$ cat src/rtl/dbg_move_pkg.sv
package dbg_move_pkg;
  localparam int IDX_W = 3;
  localparam logic [7:0] OPC_ESC = 8'h0F;
  localparam logic [7:0] OPC_RD  = 8'h21;
  localparam logic [7:0] OPC_WR  = 8'h23;

  typedef enum logic [1:0] {
    FLT_NONE = 2'd0,
    FLT_GP   = 2'd1,
    FLT_UD   = 2'd2,
    FLT_DB   = 2'd3
  } fault_e;

  // Power-on contents of each register slot.
  function automatic logic [31:0] rst_value(input int idx);
    case (idx)
      6:       rst_value = 32'hFFFF_0FF0;
      7:       rst_value = 32'h0000_0400;
      default: rst_value = 32'h0000_0000;
    endcase
  endfunction
endpackage

$ cat src/rtl/dbg_move_rst_sync.sv
module dbg_move_rst_sync #(
  parameter int STAGES = 2
) (
  input  logic clk,
  input  logic arst_n,
  output logic srst_n
);
  logic [STAGES-1:0] sync_q;

  always_ff @(posedge clk or negedge arst_n) begin
    if (!arst_n) sync_q <= '0;
    else         sync_q <= {sync_q[STAGES-2:0], 1'b1};
  end

  assign srst_n = sync_q[STAGES-1];
endmodule

$ cat src/rtl/dbg_move_decode.sv
module dbg_move_decode
  import dbg_move_pkg::*;
(
  input  logic [7:0]       op_b0,
  input  logic [7:0]       op_b1,
  input  logic [7:0]       modrm,
  input  logic [1:0]       cpl,
  input  logic             real_mode,
  input  logic             ext_fault_en,
  input  logic             gd_lock,
  output fault_e           fault,
  output logic             is_read,
  output logic [IDX_W-1:0] phys_idx,
  output logic [IDX_W-1:0] gpr_idx
);
  logic             bad_enc;
  logic             alias_hit;
  logic [IDX_W-1:0] sel;

  always_comb begin
    sel       = modrm[5:3];
    gpr_idx   = modrm[2:0];
    is_read   = (op_b1 == OPC_RD);
    bad_enc   = (op_b0 != OPC_ESC) || ((op_b1 != OPC_RD) && (op_b1 != OPC_WR)) ||
                (modrm[7:6] != 2'b11);
    alias_hit = (sel == 3'd4) || (sel == 3'd5);
    // 4 -> 6, 5 -> 7 by forcing bit 1
    phys_idx  = alias_hit ? (sel | 3'b010) : sel;

    if (!real_mode && (cpl != 2'd0))           fault = FLT_GP;
    else if (bad_enc || (ext_fault_en && alias_hit)) fault = FLT_UD;
    else if (gd_lock)                          fault = FLT_DB;
    else                                       fault = FLT_NONE;
  end
endmodule

$ cat src/rtl/dbg_move_regbank.sv
module dbg_move_regbank
  import dbg_move_pkg::*;
#(
  parameter int NREG   = 8,
  parameter int DW     = 32,
  parameter int GD_POS = 13
) (
  input  logic               clk,
  input  logic               rst_n,
  input  logic               wr_en,
  input  logic [IDX_W-1:0]   wr_idx,
  input  logic [DW-1:0]      wr_data,
  input  logic [IDX_W-1:0]   rd_idx,
  output logic [DW-1:0]      rd_data,
  output logic               gd_lock,
  output logic [NREG*DW-1:0] bank_flat
);
  logic [DW-1:0] reg_q [NREG];
  logic [DW-1:0] reg_d [NREG];

  for (genvar g = 0; g < NREG; g++) begin : g_slot
    always_comb begin
      reg_d[g] = reg_q[g];
      if (wr_en && (wr_idx == IDX_W'(g))) reg_d[g] = wr_data;
    end

    always_ff @(posedge clk or negedge rst_n) begin
      if (!rst_n) reg_q[g] <= DW'(rst_value(g));
      else        reg_q[g] <= reg_d[g];
    end

    assign bank_flat[g*DW +: DW] = reg_q[g];
  end

  assign rd_data = reg_q[rd_idx];
  assign gd_lock = reg_q[NREG-1][GD_POS];

  // the written word is present in the selected slot after the edge
  a_r3_write_lands: assert property (@(posedge clk) disable iff (!rst_n)
    wr_en |=> (reg_q[$past(wr_idx)] == $past(wr_data)));
endmodule

$ cat src/rtl/dbg_move_unit.sv
module dbg_move_unit
  import dbg_move_pkg::*;
#(
  parameter int DW     = 32,
  parameter int NREG   = 8,
  parameter int GD_POS = 13
) (
  input  logic             clk,
  input  logic             rst_n,
  input  logic             req_valid_i,
  input  logic [7:0]       op_b0_i,
  input  logic [7:0]       op_b1_i,
  input  logic [7:0]       modrm_i,
  input  logic [DW-1:0]    gpr_wdata_i,
  input  logic [1:0]       cpl_i,
  input  logic             real_mode_i,
  input  logic             ext_fault_en_i,
  output logic             done_o,
  output logic             res_gpr_wr_o,
  output logic [IDX_W-1:0] res_gpr_o,
  output logic [DW-1:0]    res_data_o,
  output logic             exc_gp_o,
  output logic             exc_ud_o,
  output logic             exc_db_o
);
  logic               srst_n;
  fault_e             fault;
  logic               is_read;
  logic [IDX_W-1:0]   phys_idx;
  logic [IDX_W-1:0]   gpr_idx;
  logic               gd_lock;
  logic [DW-1:0]      rd_data;
  logic [NREG*DW-1:0] bank_flat;
  logic               ok;
  logic               wr_en;
  logic               rd_done;

  logic             done_d, gp_d, ud_d, db_d, res_wr_d;
  logic [IDX_W-1:0] res_gpr_d;
  logic [DW-1:0]    res_data_d;

  dbg_move_rst_sync #(.STAGES(2)) u_rst (
    .clk(clk), .arst_n(rst_n), .srst_n(srst_n)
  );

  dbg_move_decode u_dec (
    .op_b0(op_b0_i), .op_b1(op_b1_i), .modrm(modrm_i),
    .cpl(cpl_i), .real_mode(real_mode_i), .ext_fault_en(ext_fault_en_i),
    .gd_lock(gd_lock), .fault(fault), .is_read(is_read),
    .phys_idx(phys_idx), .gpr_idx(gpr_idx)
  );

  dbg_move_regbank #(.NREG(NREG), .DW(DW), .GD_POS(GD_POS)) u_bank (
    .clk(clk), .rst_n(srst_n), .wr_en(wr_en), .wr_idx(phys_idx),
    .wr_data(gpr_wdata_i), .rd_idx(phys_idx), .rd_data(rd_data),
    .gd_lock(gd_lock), .bank_flat(bank_flat)
  );

  // next-state
  always_comb begin
    ok         = req_valid_i && (fault == FLT_NONE);
    wr_en      = ok && !is_read;
    rd_done    = ok && is_read;
    done_d     = ok;
    res_wr_d   = rd_done;
    gp_d       = req_valid_i && (fault == FLT_GP);
    ud_d       = req_valid_i && (fault == FLT_UD);
    db_d       = req_valid_i && (fault == FLT_DB);
    res_gpr_d  = rd_done ? gpr_idx : res_gpr_o;
    res_data_d = rd_done ? rd_data : res_data_o;
  end

  // registers
  always_ff @(posedge clk or negedge srst_n) begin
    if (!srst_n) begin
      done_o       <= 1'b0;
      res_gpr_wr_o <= 1'b0;
      exc_gp_o     <= 1'b0;
      exc_ud_o     <= 1'b0;
      exc_db_o     <= 1'b0;
      res_gpr_o    <= '0;
      res_data_o   <= '0;
    end else begin
      done_o       <= done_d;
      res_gpr_wr_o <= res_wr_d;
      exc_gp_o     <= gp_d;
      exc_ud_o     <= ud_d;
      exc_db_o     <= db_d;
      if (rd_done) begin
        res_gpr_o  <= res_gpr_d;
        res_data_o <= res_data_d;
      end
    end
  end

  // at most one outcome per cycle
  a_r9_one_outcome: assert property (@(posedge clk) disable iff (!srst_n)
    $onehot0({done_o, exc_gp_o, exc_ud_o, exc_db_o}));

  // a fault never alters the register bank
  a_r9_fault_holds: assert property (@(posedge clk) disable iff (!srst_n)
    (exc_gp_o || exc_ud_o || exc_db_o) |-> $stable(bank_flat));

  // no request, no outcome
  a_r10_idle_quiet: assert property (@(posedge clk) disable iff (!srst_n)
    !req_valid_i |=> !(done_o || exc_gp_o || exc_ud_o || exc_db_o));

  // protection fault only from protected mode with nonzero privilege
  a_r6_gp_cause: assert property (@(posedge clk) disable iff (!srst_n)
    req_valid_i && (real_mode_i || (cpl_i == 2'd0)) |=> !exc_gp_o);

  // a debug trap requires the lock bit to have been set
  a_r8_db_cause: assert property (@(posedge clk) disable iff (!srst_n)
    req_valid_i && !gd_lock |=> !exc_db_o);

  // a read result always comes with a completion
  a_r2_wr_with_done: assert property (@(posedge clk) disable iff (!srst_n)
    res_gpr_wr_o |-> done_o);
endmodule

$ cat config.mk
export PLATFORM = sky130hd
export DESIGN_NAME = dbg_move_unit
export DESIGN_NICKNAME = d
export VERILOG_FILES = /design/src/rtl/dbg_move_pkg.sv /design/src/rtl/dbg_move_rst_sync.sv /design/src/rtl/dbg_move_decode.sv /design/src/rtl/dbg_move_regbank.sv /design/src/rtl/dbg_move_unit.sv
export SDC_FILE = /design/constraint.sdc
export NUM_CORES = 1
export LEC_CHECK = 0
export ABC_AREA = 1
export BUFFER_PORTS_ARGS = -buffer_cell sky130_fd_sc_hd__buf_4
export CAP_MARGIN = 20
export CORE_AREA = 2 2 153 155
export DETAILED_ROUTE_END_ITERATION = 8
export DIE_AREA = 0 0 155 157
export GPL_TIMING_DRIVEN = 0
export PLACE_DENSITY = 0.82
export SLEW_MARGIN = 20
export SYNTH_ARGS = -nofsm -noshare
export SYNTH_HDL_FRONTEND = slang
export SYNTH_SLANG_ARGS = --single-unit
$ cat constraint.sdc
create_clock -name clk -period 12.35 [get_ports clk]
set_input_delay 2.47 -clock clk [delete_from_list [all_inputs] [get_ports clk]]
set_output_delay 2.47 -clock clk [all_outputs]
set_load 0.01 [all_outputs]
# Word-level counts from Yosys, hierarchy flattened
# Cells that the tools add are included.
# classes
n_shift	0
mux	7
n_addsub	0
bitwise	1
magnitude_cmp	1
eq_ne	17
n_div	0
reduce_logical	26
n_mul	0
# op_table
operator	n
32-bit binary-select mux with 3-bit select	1
32-bit two-way mux	2
3-bit equality test (second input constant)	6
1-bit logical AND	17
8-bit by 6-bit inequality test with 1-bit output (second input constant)	2
8-bit by 6-bit equality test with 1-bit output (second input constant)	1
2-bit two-way mux	4
8-bit by 4-bit inequality test with 1-bit output (second input constant)	1
3-bit by 2-bit equality test with 1-bit output (second input constant)	2
2-bit equality test (second input constant)	2
4-bit >= comparator (second input constant)	1
1-bit logical OR	4
3-bit inverter with 4-bit output	1
3-bit by 1-bit equality test with 1-bit output (second input constant)	1
3-bit logical NOT	1
2-bit by 1-bit equality test with 1-bit output (second input constant)	1
1-bit logical NOT	2
2-bit logical NOT	1
2-bit inequality test (second input constant)	1
2-bit nonzero test	1
# word_totals
word_cells	68
rom_bits	0
inputBits	63
out_inout_bits	40
mem_count	0
ram_bits	0
regBits	298
latch_bits	0

# Longest topological paths before layout
# Gate-level depths: netlist (run 1).
# logic_depth
word_depth	11
mapped_depth	10
ltp_nobuf	9

# Cells and area by module
# From an unflattened synthesis (run 1), not the netlist that was laid out.
# hier_totals
cells_unflattened	1925
hier_area_um2	14390.1
# modules_own_cells
mod	seq_area_each_um2	area_per_inst_um2	n_inst	cells_per_inst
dbg_move_regbank	6437.4	12504.5	1	1717
dbg_move_unit	1001.0	1649.1	1	171
dbg_move_decode	0.0	182.7	1	34
dbg_move_rst_sync	50.0	53.8	1	3

# Worst setup path before layout (run 1)
# OpenSTA, ideal clock, no wires.
# synth_path
path_kind	in2reg
startpoint	input port cpl_i[1]
endpoint	register res_data_o[10]
arrival_ns	3.572
path_buffers	1
required_time_ns	12.226
path_slack_ns	8.654
cell_stages	9
setup_ns	0.124
path_cell_list	o21bai_1 nand2_1 nor2_2 nand3_2 nor2_4 inv_2 clkbuf_1 nand2_1 nand2_1
# synth_via
elab_chain_len	6
# synth_rtl
item	line	source
start: declaration	dbg_move_unit.sv:15	input logic [1:0] cpl_i,
2-bit nonzero test	dbg_move_decode.sv:30	if (!real_mode && (cpl != 2'd0)) fault = FLT_GP;
1-bit logical AND	dbg_move_decode.sv:30	
2-bit two-way mux	dbg_move_decode.sv:30	
2-bit logical NOT	dbg_move_unit.sv:61	ok = req_valid_i && (fault == FLT_NONE);
1-bit logical AND	dbg_move_unit.sv:61	
1-bit logical AND	dbg_move_unit.sv:63	rd_done = ok && is_read;
end signal: assignment	dbg_move_unit.sv:91	res_data_o <= res_data_d;
end: declaration	dbg_move_unit.sv:21	output logic [DW-1:0] res_data_o,
# Every way passes these cells.
# A chain may end at the register's enable or synchronous reset.

# Worst setup path in the final report (run 1)
# layout_path
startpoint	input port modrm_i[5]
endpoint	register res_data_o[2]
# layout_via
elab_chain_len	9
word_cells_on_any_way	15
# layout_rtl
item	line	source
start: declaration	dbg_move_unit.sv:13	input logic [7:0] modrm_i,
branches (longest 9 deep; another with 32-bit binary-select mux with 3-bit select)	-	
# Several ways; the timed one is not identified. The select of a mux whose other input is x is not followed.

==> impl_metrics.prom, run 1 <==
# TYPE chip_impl_metric gauge
chip_impl_metric{name="place.gp.congestion",unit=""} 0.982
chip_impl_metric{name="slew_headroom",unit=""} 0.513
chip_impl_metric{name="ctsLongestPathBuffers",unit=""} 3
chip_impl_metric{name="irDropWorstVdd",unit="mV"} 0.113
chip_impl_metric{name="required",unit="ns"} 12.75
chip_impl_metric{name="die_width",unit="µm"} 155
chip_impl_metric{name="synth.avg_cell_area",unit="µm²"} 8.25
chip_impl_info{name="endpoint_kind",value="flip-flop"} 1
chip_impl_metric{name="skew",unit="ns"} 0.00887
chip_impl_metric{name="wl",unit="µm"} 36700
chip_impl_metric{name="inserted_diodes",unit=""} 0
chip_impl_metric{name="regToRegSetupSlack",unit="ns"} 10.42
chip_impl_metric{name="worstPathMaxFanout",unit=""} 10
chip_impl_metric{name="maxCapViolations",unit=""} 0
chip_impl_metric{name="detailedRoute.firstIterationViolations",unit=""} 1309
chip_impl_metric{name="grt_first_pass_wirelength",unit="µm"} 58100
chip_impl_metric{name="chipHeight",unit="µm"} 157
chip_impl_metric{name="final_nets",unit=""} 1694
chip_impl_metric{name="post-place-cells",unit=""} 1887
chip_impl_metric{name="nFillCells",unit=""} 1834
chip_impl_metric{name="final_min_period_over_clock_period",unit=""} 0.321
chip_impl_info{name="hold_path_class",value="flip-flop to asynchronous set/reset pin"} 1
chip_impl_metric{name="post_cts.repair.setup_buffers",unit=""} 0
chip_impl_metric{name="post_synth_num_cell_types",unit=""} 23
chip_impl_metric{name="clkTransAtPathRegs",unit="ns"} 0.06
chip_impl_metric{name="route.detailed.vias_per_inst",unit=""} 5.84
chip_impl_metric{name="cell_count_after_synthesis",unit=""} 1496
chip_impl_metric{name="initial_antenna_violation_count",unit=""} 0
chip_impl_metric{name="clock_insertion_delay_worst_skew",unit="ns"} 0.53
chip_impl_metric{name="std_cell_rows",unit=""} 55
chip_impl_metric{name="final_antenna_net_count",unit=""} 0
chip_impl_metric{name="worstMarginPinSlew",unit="ns"} 0.729
chip_impl_metric{name="area_growth",unit="%"} 17.1
chip_impl_metric{name="clock_sink_count",unit=""} 266
chip_impl_info{name="r2r_end",value="res_data_o[2]"} 1
chip_impl_metric{name="hold_violations",unit=""} 0
chip_impl_metric{name="fp.coreArea",unit="µm²"} 22500
chip_impl_metric{name="synth-seq-area-share",unit=""} 0.542
chip_impl_metric{name="detail_route.drc_violations",unit=""} 0
chip_impl_metric{name="gr-total-overflow",unit=""} 0
chip_impl_metric{name="gr-usage-met3",unit=""} 0.0650
chip_impl_metric{name="ys_warn_count",unit=""} 0
chip_impl_metric{name="fmax",unit="MHz"} 252
chip_impl_info{name="clock_tree_from_tritoncts",value="done"} 1
chip_impl_metric{name="ys_seq_elements",unit=""} 266
chip_impl_metric{name="report.final.slew_viol_count",unit=""} 0
chip_impl_metric{name="drive_gt1_frac",unit=""} 0.156
chip_impl_metric{name="total_power",unit="mW"} 1.80
chip_impl_metric{name="ctsHtreeMaxLevel",unit=""} 1
chip_impl_metric{name="initial_standard_cell_utilization_of_the_core",unit=""} 0.548
chip_impl_info{name="rsz0062_at_grt",value="no"} 1
chip_impl_metric{name="dieArea",unit="µm²"} 24300
chip_impl_info{name="clock_tree.root_cell",value="clkbuf_16"} 1
chip_impl_metric{name="finalWorstSetupSlack",unit="ns"} 8.39
chip_impl_metric{name="setup-violations-final",unit=""} 0
chip_impl_metric{name="gr-usage-met1",unit=""} 0.410
chip_impl_metric{name="drt_pass1_iterations",unit=""} 5
chip_impl_metric{name="hpwlAfterDp",unit="µm"} 26800
chip_impl_info{name="global_route.peak_usage_layer",value="met2"} 1
chip_impl_metric{name="cts-buffers-inserted",unit=""} 27
chip_impl_metric{name="grtUsageTotal",unit=""} 0.305
chip_impl_metric{name="static-leakage-power",unit="nW"} 7.50
chip_impl_metric{name="power_per_cell_area",unit="nW/µm²"} 125
chip_impl_info{name="critical_path_class",value="primary input to flip-flop"} 1
chip_impl_metric{name="finalCriticalPeriod",unit="ns"} 3.96
chip_impl_metric{name="grt_start_max_net_pins",unit=""} 60
chip_impl_metric{name="boundaryPins",unit=""} 103
chip_impl_metric{name="setup-tns-final",unit="ns"} 0
chip_impl_info{name="crit_path_start_kind",value="primary input"} 1
chip_impl_info{name="crit-reg2reg-launch",value="u_bank.bank_flat[237]"} 1
chip_impl_metric{name="cts.repair.resized",unit=""} 0
chip_impl_metric{name="synthesis.nets",unit=""} 1559
chip_impl_metric{name="mappedNetlistArea",unit="µm²"} 12300
chip_impl_metric{name="via_count",unit=""} 11300
chip_impl_metric{name="post-place-ws",unit="ns"} 7.90
chip_impl_metric{name="numPortBuffers",unit=""} 101
chip_impl_metric{name="timing.reg2reg.worst_path_depth",unit=""} 7
chip_impl_metric{name="grt.met2_usage",unit=""} 0.485
chip_impl_info{name="outcome",value="finished clean"} 1
chip_impl_metric{name="cts_hold_repair.buffers",unit=""} 0
chip_impl_metric{name="layout.cells.non_filler",unit=""} 1936
chip_impl_metric{name="crit_arrival",unit="ns"} 4.37
chip_impl_metric{name="first_global_vias",unit=""} 11000
chip_impl_metric{name="hold_ws",unit="ns"} 0.279
chip_impl_metric{name="drt_wl_cell",unit="µm"} 18.9
-- cell usage in the layout, fill, tap and decap left out --
cell type,n
nand2_1,735
nand4_1,241
dfrtp_1,240
buf_4,107
clkbuf_1,82
nand3_1,36
buf_2,36
clkbuf_16,27
dfstp_2,25
buf_1,18
buf_6,17
o211ai_1,16
inv_1,11
nor2_1,9
nor2_2,7
clkinv_2,7
inv_2,6
nor2_4,5
nand4_2,5
clkbuf_8,5
nand3_2,3
buf_12,3
bufinv_16,2
buf_16,2
nand3b_1,1
o21bai_1,1
a21oi_1,1
nor3_1,1
conb_1,1
dfrtp_4,1
-- cells by family after synthesis --
| family | count (synthesis) | share of synthesized area |
|---|---|---|
| compound gates | 18 | 0.0108 |
| buf+inv | 168 | 0.0669 |
| flops | 266 | 0.542 |
| other cells | 1 | 0.000304 |
| simple gates | 1043 | 0.380 |
-- layer usage --
layer	up-vias	routed length [µm]
met1	5301	14500
met3	114	4130
met5	-	0
met2	657	16600
met4	0	1410
li1	5228	-
-- flip-flops by register name (all words and copies together), names as in the netlist, 2 cells and up --
register	flops
u_bank.bank_flat	224
res_data_o	32
res_gpr_o	3
u_rst.sync_q	2
-- where the power goes --
group,internal [mW],switching [mW]
Clock,0.474,0.337
Combinational,0.0292,0.0866
Sequential,0.873,0.00222
Total,1.38,0.426
-- per-stage QoR --
stage / utilization / cell area, µm²
after floorplan: - / 12300
final: 0.642 / 14400
after detailed placement: 0.603 / 13600
after global placement: 0.598 / 13500
after CTS: 0.642 / 14400
after global routing: 0.642 / 14400
-- final cells by class --
type	count	area [µm²]	share of cell area
well taps	285	357	0.0247
clock inverters	9	95.1	0.00659
repair buffers	106	873	0.0605
multi-input cells	1062	4820	0.334
clock buffers	40	774	0.0536
inverters	17	63.8	0.00442
flip-flops and latches	266	6690	0.463
plain buffers	151	762	0.0528
-- critical path, stage by stage --
cell and delay (ns):
buf_4 0.11, buf_4 0.18, nand3_2 0.17, nand3_2 0.08, nor2_2 0.13, nand3_2 0.15
nor2_4 0.33, inv_2 0.18, clkbuf_1 0.34, nand2_1 0.16, nand2_1 0.06
-- synthesized netlist by cell type --
cell type | number | area, µm²
buf_4 | 6 | 45.0
nor2_1 | 9 | 33.8
nor2_4 | 5 | 56.3
buf_6 | 17 | 191
nand3b_1 | 1 | 7.51
nor2_2 | 7 | 43.8
dfrtp_1 | 241 | 6030
inv_1 | 11 | 41.3
dfstp_2 | 25 | 657
nand4_2 | 5 | 62.6
clkbuf_1 | 74 | 278
o21bai_1 | 1 | 7.51
nand3_2 | 3 | 30.0
nor3_1 | 1 | 5.00
inv_2 | 6 | 22.5
nand2_1 | 735 | 2760
a21oi_1 | 1 | 5.00
nand3_1 | 36 | 180
nand4_1 | 241 | 1510
buf_1 | 18 | 67.6
o211ai_1 | 16 | 120
buf_2 | 36 | 180
conb_1 | 1 | 3.75
-- worst max-delay path by stage --
stage                    startpoint                     to  slack, ns  depth (start not counted)
floorplan           u_rst.sync_q[1]                 done_o       4.43                          0
global placement    u_rst.sync_q[1]  u_bank.bank_flat[179]       1.69                          0
detailed placement       modrm_i[5]           res_gpr_o[0]       7.90                         11
CTS                      modrm_i[5]           res_gpr_o[0]       8.41                         11
global route             modrm_i[5]         res_data_o[14]       8.32                         11
finish                   modrm_i[5]          res_data_o[2]       8.39                         11
Power figures use the tool's default switching activity.
==> run 2, diff against run 1 <==
- CORE_AREA: 2 2 153 155 -> 2 2 155 157
- DIE_AREA: 0 0 155 157 -> 0 0 157 159
- PLACE_DENSITY: 0.82 -> 0.83
- clock period: 12.35 -> 3.2 ns (I/O delays scaled with it)
==> impl_metrics.prom, run 2 (same netlist as run 1, synthesis figures left out) <==
# TYPE chip_impl_metric gauge
chip_impl_info{name="outcome",value="finished clean"} 1
chip_impl_metric{name="critical_path_s_largest_stage_delay",unit="ns"} 0.37
chip_impl_metric{name="drive_gt1_frac",unit=""} 0.160
chip_impl_metric{name="clock_sink_count",unit=""} 266
chip_impl_metric{name="slew_headroom",unit=""} 0.495
chip_impl_metric{name="fmax",unit="MHz"} 481
chip_impl_metric{name="die_width",unit="µm"} 157
chip_impl_metric{name="place.gp.congestion",unit=""} 0.984
chip_impl_info{name="rsz0062_at_grt",value="no"} 1
chip_impl_metric{name="fp.coreArea",unit="µm²"} 23200
chip_impl_metric{name="crit_arrival",unit="ns"} 2.50
chip_impl_info{name="crit_top_cell",value="nand3_2"} 1
chip_impl_metric{name="worstMarginPinSlew",unit="ns"} 0.757
chip_impl_metric{name="required",unit="ns"} 3.62
chip_impl_metric{name="boundaryPins",unit=""} 103
chip_impl_metric{name="dieArea",unit="µm²"} 25000
chip_impl_metric{name="irDropWorstVdd",unit="mV"} 0.288
chip_impl_metric{name="detailedRoute.firstIterationViolations",unit=""} 1453
chip_impl_metric{name="power_per_cell_area",unit="nW/µm²"} 487
chip_impl_metric{name="initial_antenna_violation_count",unit=""} 0
chip_impl_metric{name="post_cts.repair.setup_buffers",unit=""} 0
chip_impl_info{name="clock_tree_from_tritoncts",value="done"} 1
chip_impl_metric{name="crit_cells",unit=""} 11
chip_impl_metric{name="final_core_util",unit=""} 0.629
chip_impl_info{name="layout.cells.most_common_list",value="nand2_1 (735), nand4_1 (241), dfrtp_1 (240)"} 1
chip_impl_metric{name="clkTransAtPathRegs",unit="ns"} 0.07
chip_impl_metric{name="area_of_combinational_cells_with_multiple_inputs",unit="µm²"} 4820
chip_impl_info{name="clock_tree.root_cell",value="clkbuf_16"} 1
chip_impl_metric{name="first_global_vias",unit=""} 11100
chip_impl_metric{name="via_count",unit=""} 11500
chip_impl_metric{name="drt_pass1_iterations",unit=""} 6
chip_impl_metric{name="numPortBuffers",unit=""} 101
chip_impl_metric{name="setup-tns-final",unit="ns"} 0
chip_impl_metric{name="largest_reg_flops",unit=""} 224
chip_impl_metric{name="initial_standard_cell_utilization_of_the_core",unit=""} 0.532
chip_impl_metric{name="worstPathMaxFanout",unit=""} 10
chip_impl_info{name="critPathTopFamily",value="simple AND/OR/NAND/NOR gates"} 1
chip_impl_info{name="endpoint_kind",value="flip-flop"} 1
chip_impl_metric{name="pwr-share-comb",unit=""} 0.065
chip_impl_metric{name="layout.cells.non_filler",unit=""} 1974
chip_impl_metric{name="nFillCells",unit=""} 1905
chip_impl_info{name="critical-path-slowest-cell",value="clkbuf_1"} 1
chip_impl_metric{name="inserted_diodes",unit=""} 0
chip_impl_metric{name="maxCapViolations",unit=""} 0
chip_impl_info{name="path_cells",value="buf_4 > buf_4 > nand3_2 > nand3_2 > nor2_2 > nand3_2 > nor2_4 > inv_2 > clkbuf_1 > nand2_1 > nand2_1"} 1
chip_impl_metric{name="switching_portion_of_total_power",unit=""} 0.240
chip_impl_metric{name="final_nets",unit=""} 1696
chip_impl_metric{name="total_power",unit="mW"} 7.11
chip_impl_metric{name="std_cell_rows",unit=""} 56
chip_impl_metric{name="regToRegSetupSlack",unit="ns"} 1.24
chip_impl_metric{name="cts-buffers-inserted",unit=""} 28
chip_impl_metric{name="grtUsageTotal",unit=""} 0.300
chip_impl_metric{name="chipHeight",unit="µm"} 159
chip_impl_metric{name="clock_insertion_delay_worst_skew",unit="ns"} 0.55
chip_impl_metric{name="static-leakage-power",unit="nW"} 7.54
chip_impl_info{name="critical_path_class",value="primary input to flip-flop"} 1
chip_impl_info{name="crit-reg2reg-launch",value="u_bank.bank_flat[237]"} 1
chip_impl_metric{name="detail_route.drc_violations",unit=""} 0
chip_impl_metric{name="critical_path_buf_inv_count",unit=""} 4
chip_impl_metric{name="gr-total-overflow",unit=""} 0
chip_impl_metric{name="power.net_switching",unit="mW"} 1.70
chip_impl_metric{name="grt_first_pass_wirelength",unit="µm"} 58800
chip_impl_metric{name="hpwlAfterDp",unit="µm"} 26800
chip_impl_metric{name="final_antenna_net_count",unit=""} 0
chip_impl_metric{name="finalCriticalPeriod",unit="ns"} 2.08
chip_impl_metric{name="report.final.slew_viol_count",unit=""} 0
chip_impl_metric{name="ctsLongestPathBuffers",unit=""} 3
chip_impl_metric{name="area_growth",unit="%"} 18.2
chip_impl_metric{name="power_frac_seq",unit=""} 0.474
chip_impl_metric{name="wl",unit="µm"} 37000
chip_impl_metric{name="skew",unit="ns"} 0.0188
chip_impl_metric{name="drt_wl_cell",unit="µm"} 18.7
chip_impl_info{name="mostFrequentLayoutCell",value="nand2_1"} 1
chip_impl_metric{name="power_frac_clock",unit=""} 0.461
chip_impl_metric{name="grt_start_max_net_pins",unit=""} 59
chip_impl_metric{name="timing.reg2reg.worst_path_depth",unit=""} 7
chip_impl_metric{name="ctsHtreeMaxLevel",unit=""} 1
chip_impl_info{name="hold_path_class",value="flip-flop to asynchronous set/reset pin"} 1
chip_impl_metric{name="final_min_period_over_clock_period",unit=""} 0.650
chip_impl_info{name="crit_path_start_kind",value="primary input"} 1
chip_impl_metric{name="p_int",unit="mW"} 5.40
chip_impl_metric{name="layout.area.seq",unit="µm²"} 6690
chip_impl_info{name="r2r_end",value="res_data_o[9]"} 1
chip_impl_metric{name="hold_violations",unit=""} 0
chip_impl_metric{name="setup-violations-final",unit=""} 0
chip_impl_metric{name="route.detailed.vias_per_inst",unit=""} 5.80
chip_impl_metric{name="post-place-cells",unit=""} 1921
==> run 2: cell count changes in the layout (fill, tap and decap cells not counted), sizes merged <==
| cell | previous run | this run |
|---|---|---|
| clkbuf | 114 | 115 |
| dlygate4sd3 | 0 | 1 |
| clkinv | 7 | 8 |
| clkinvlp | 0 | 2 |
| bufinv | 2 | 1 |
==> run 2: power groups by stage <==
stage	clock [mW]	sequential (mW)	combinational [mW]
after floorplan	0	3.48	0.160
after global placement	0	3.49	0.358
after detailed placement	0	3.43	0.445
after CTS	3.29	3.37	0.447
after global routing	3.43	3.37	0.488
final	3.28	3.37	0.459
==> run 2: how the worst max path moves through the flow <==
stage,end,slack (ns),start
global placement,res_data_o[20],-0.35,u_rst.sync_q[1]
detailed placement,res_data_o[9],0.57,modrm_i[5]
finish,res_data_o[9],1.12,modrm_i[5]
global route,res_data_o[13],0.97,cpl_i[1]
floorplan,done_o,0.55,u_rst.sync_q[1]
CTS,res_data_o[12],1.13,modrm_i[5]
==> run 2: cell type report <==
cell class | count | share of cell area
Timing Repair Buffer | 107 | 0.0621
Sequential cell | 266 | 0.459
Clock buffer | 41 | 0.0583
Inverter | 17 | 0.00438
Multi-Input combinational cell | 1062 | 0.331
Clock inverter | 11 | 0.00609
Tap cell | 319 | 0.0274
Buffer | 151 | 0.0522
==> run 2: routing by layer <==
layer,GRT usage,share of wire,vias up
li1,-,-,5234
met1,0.414,0.40,5433
met2,0.469,0.46,653
met3,0.0607,0.11,138
met4,0.117,0.039,0
met5,0,0,-
==> run 2: metrics by stage <==
step / area (µm²) / worst slack [ns] / hold WS (ns)
CTS: 14600 / 1.13 / 0.176
global placement: 13500 / -0.353 / 0.337
detailed placement: 13600 / 0.574 / 0.172
finish: 14600 / 1.12 / 0.168
floorplan: 12300 / 0.549 / 0.331
global route: 14600 / 0.971 / 0.184
==> run 2: repair_timing <==
item                                   4_1_cts  5_1_grt
resized for setup                            0        0
hold buffers                                 1        0
endpoints found under the hold margin        2        0
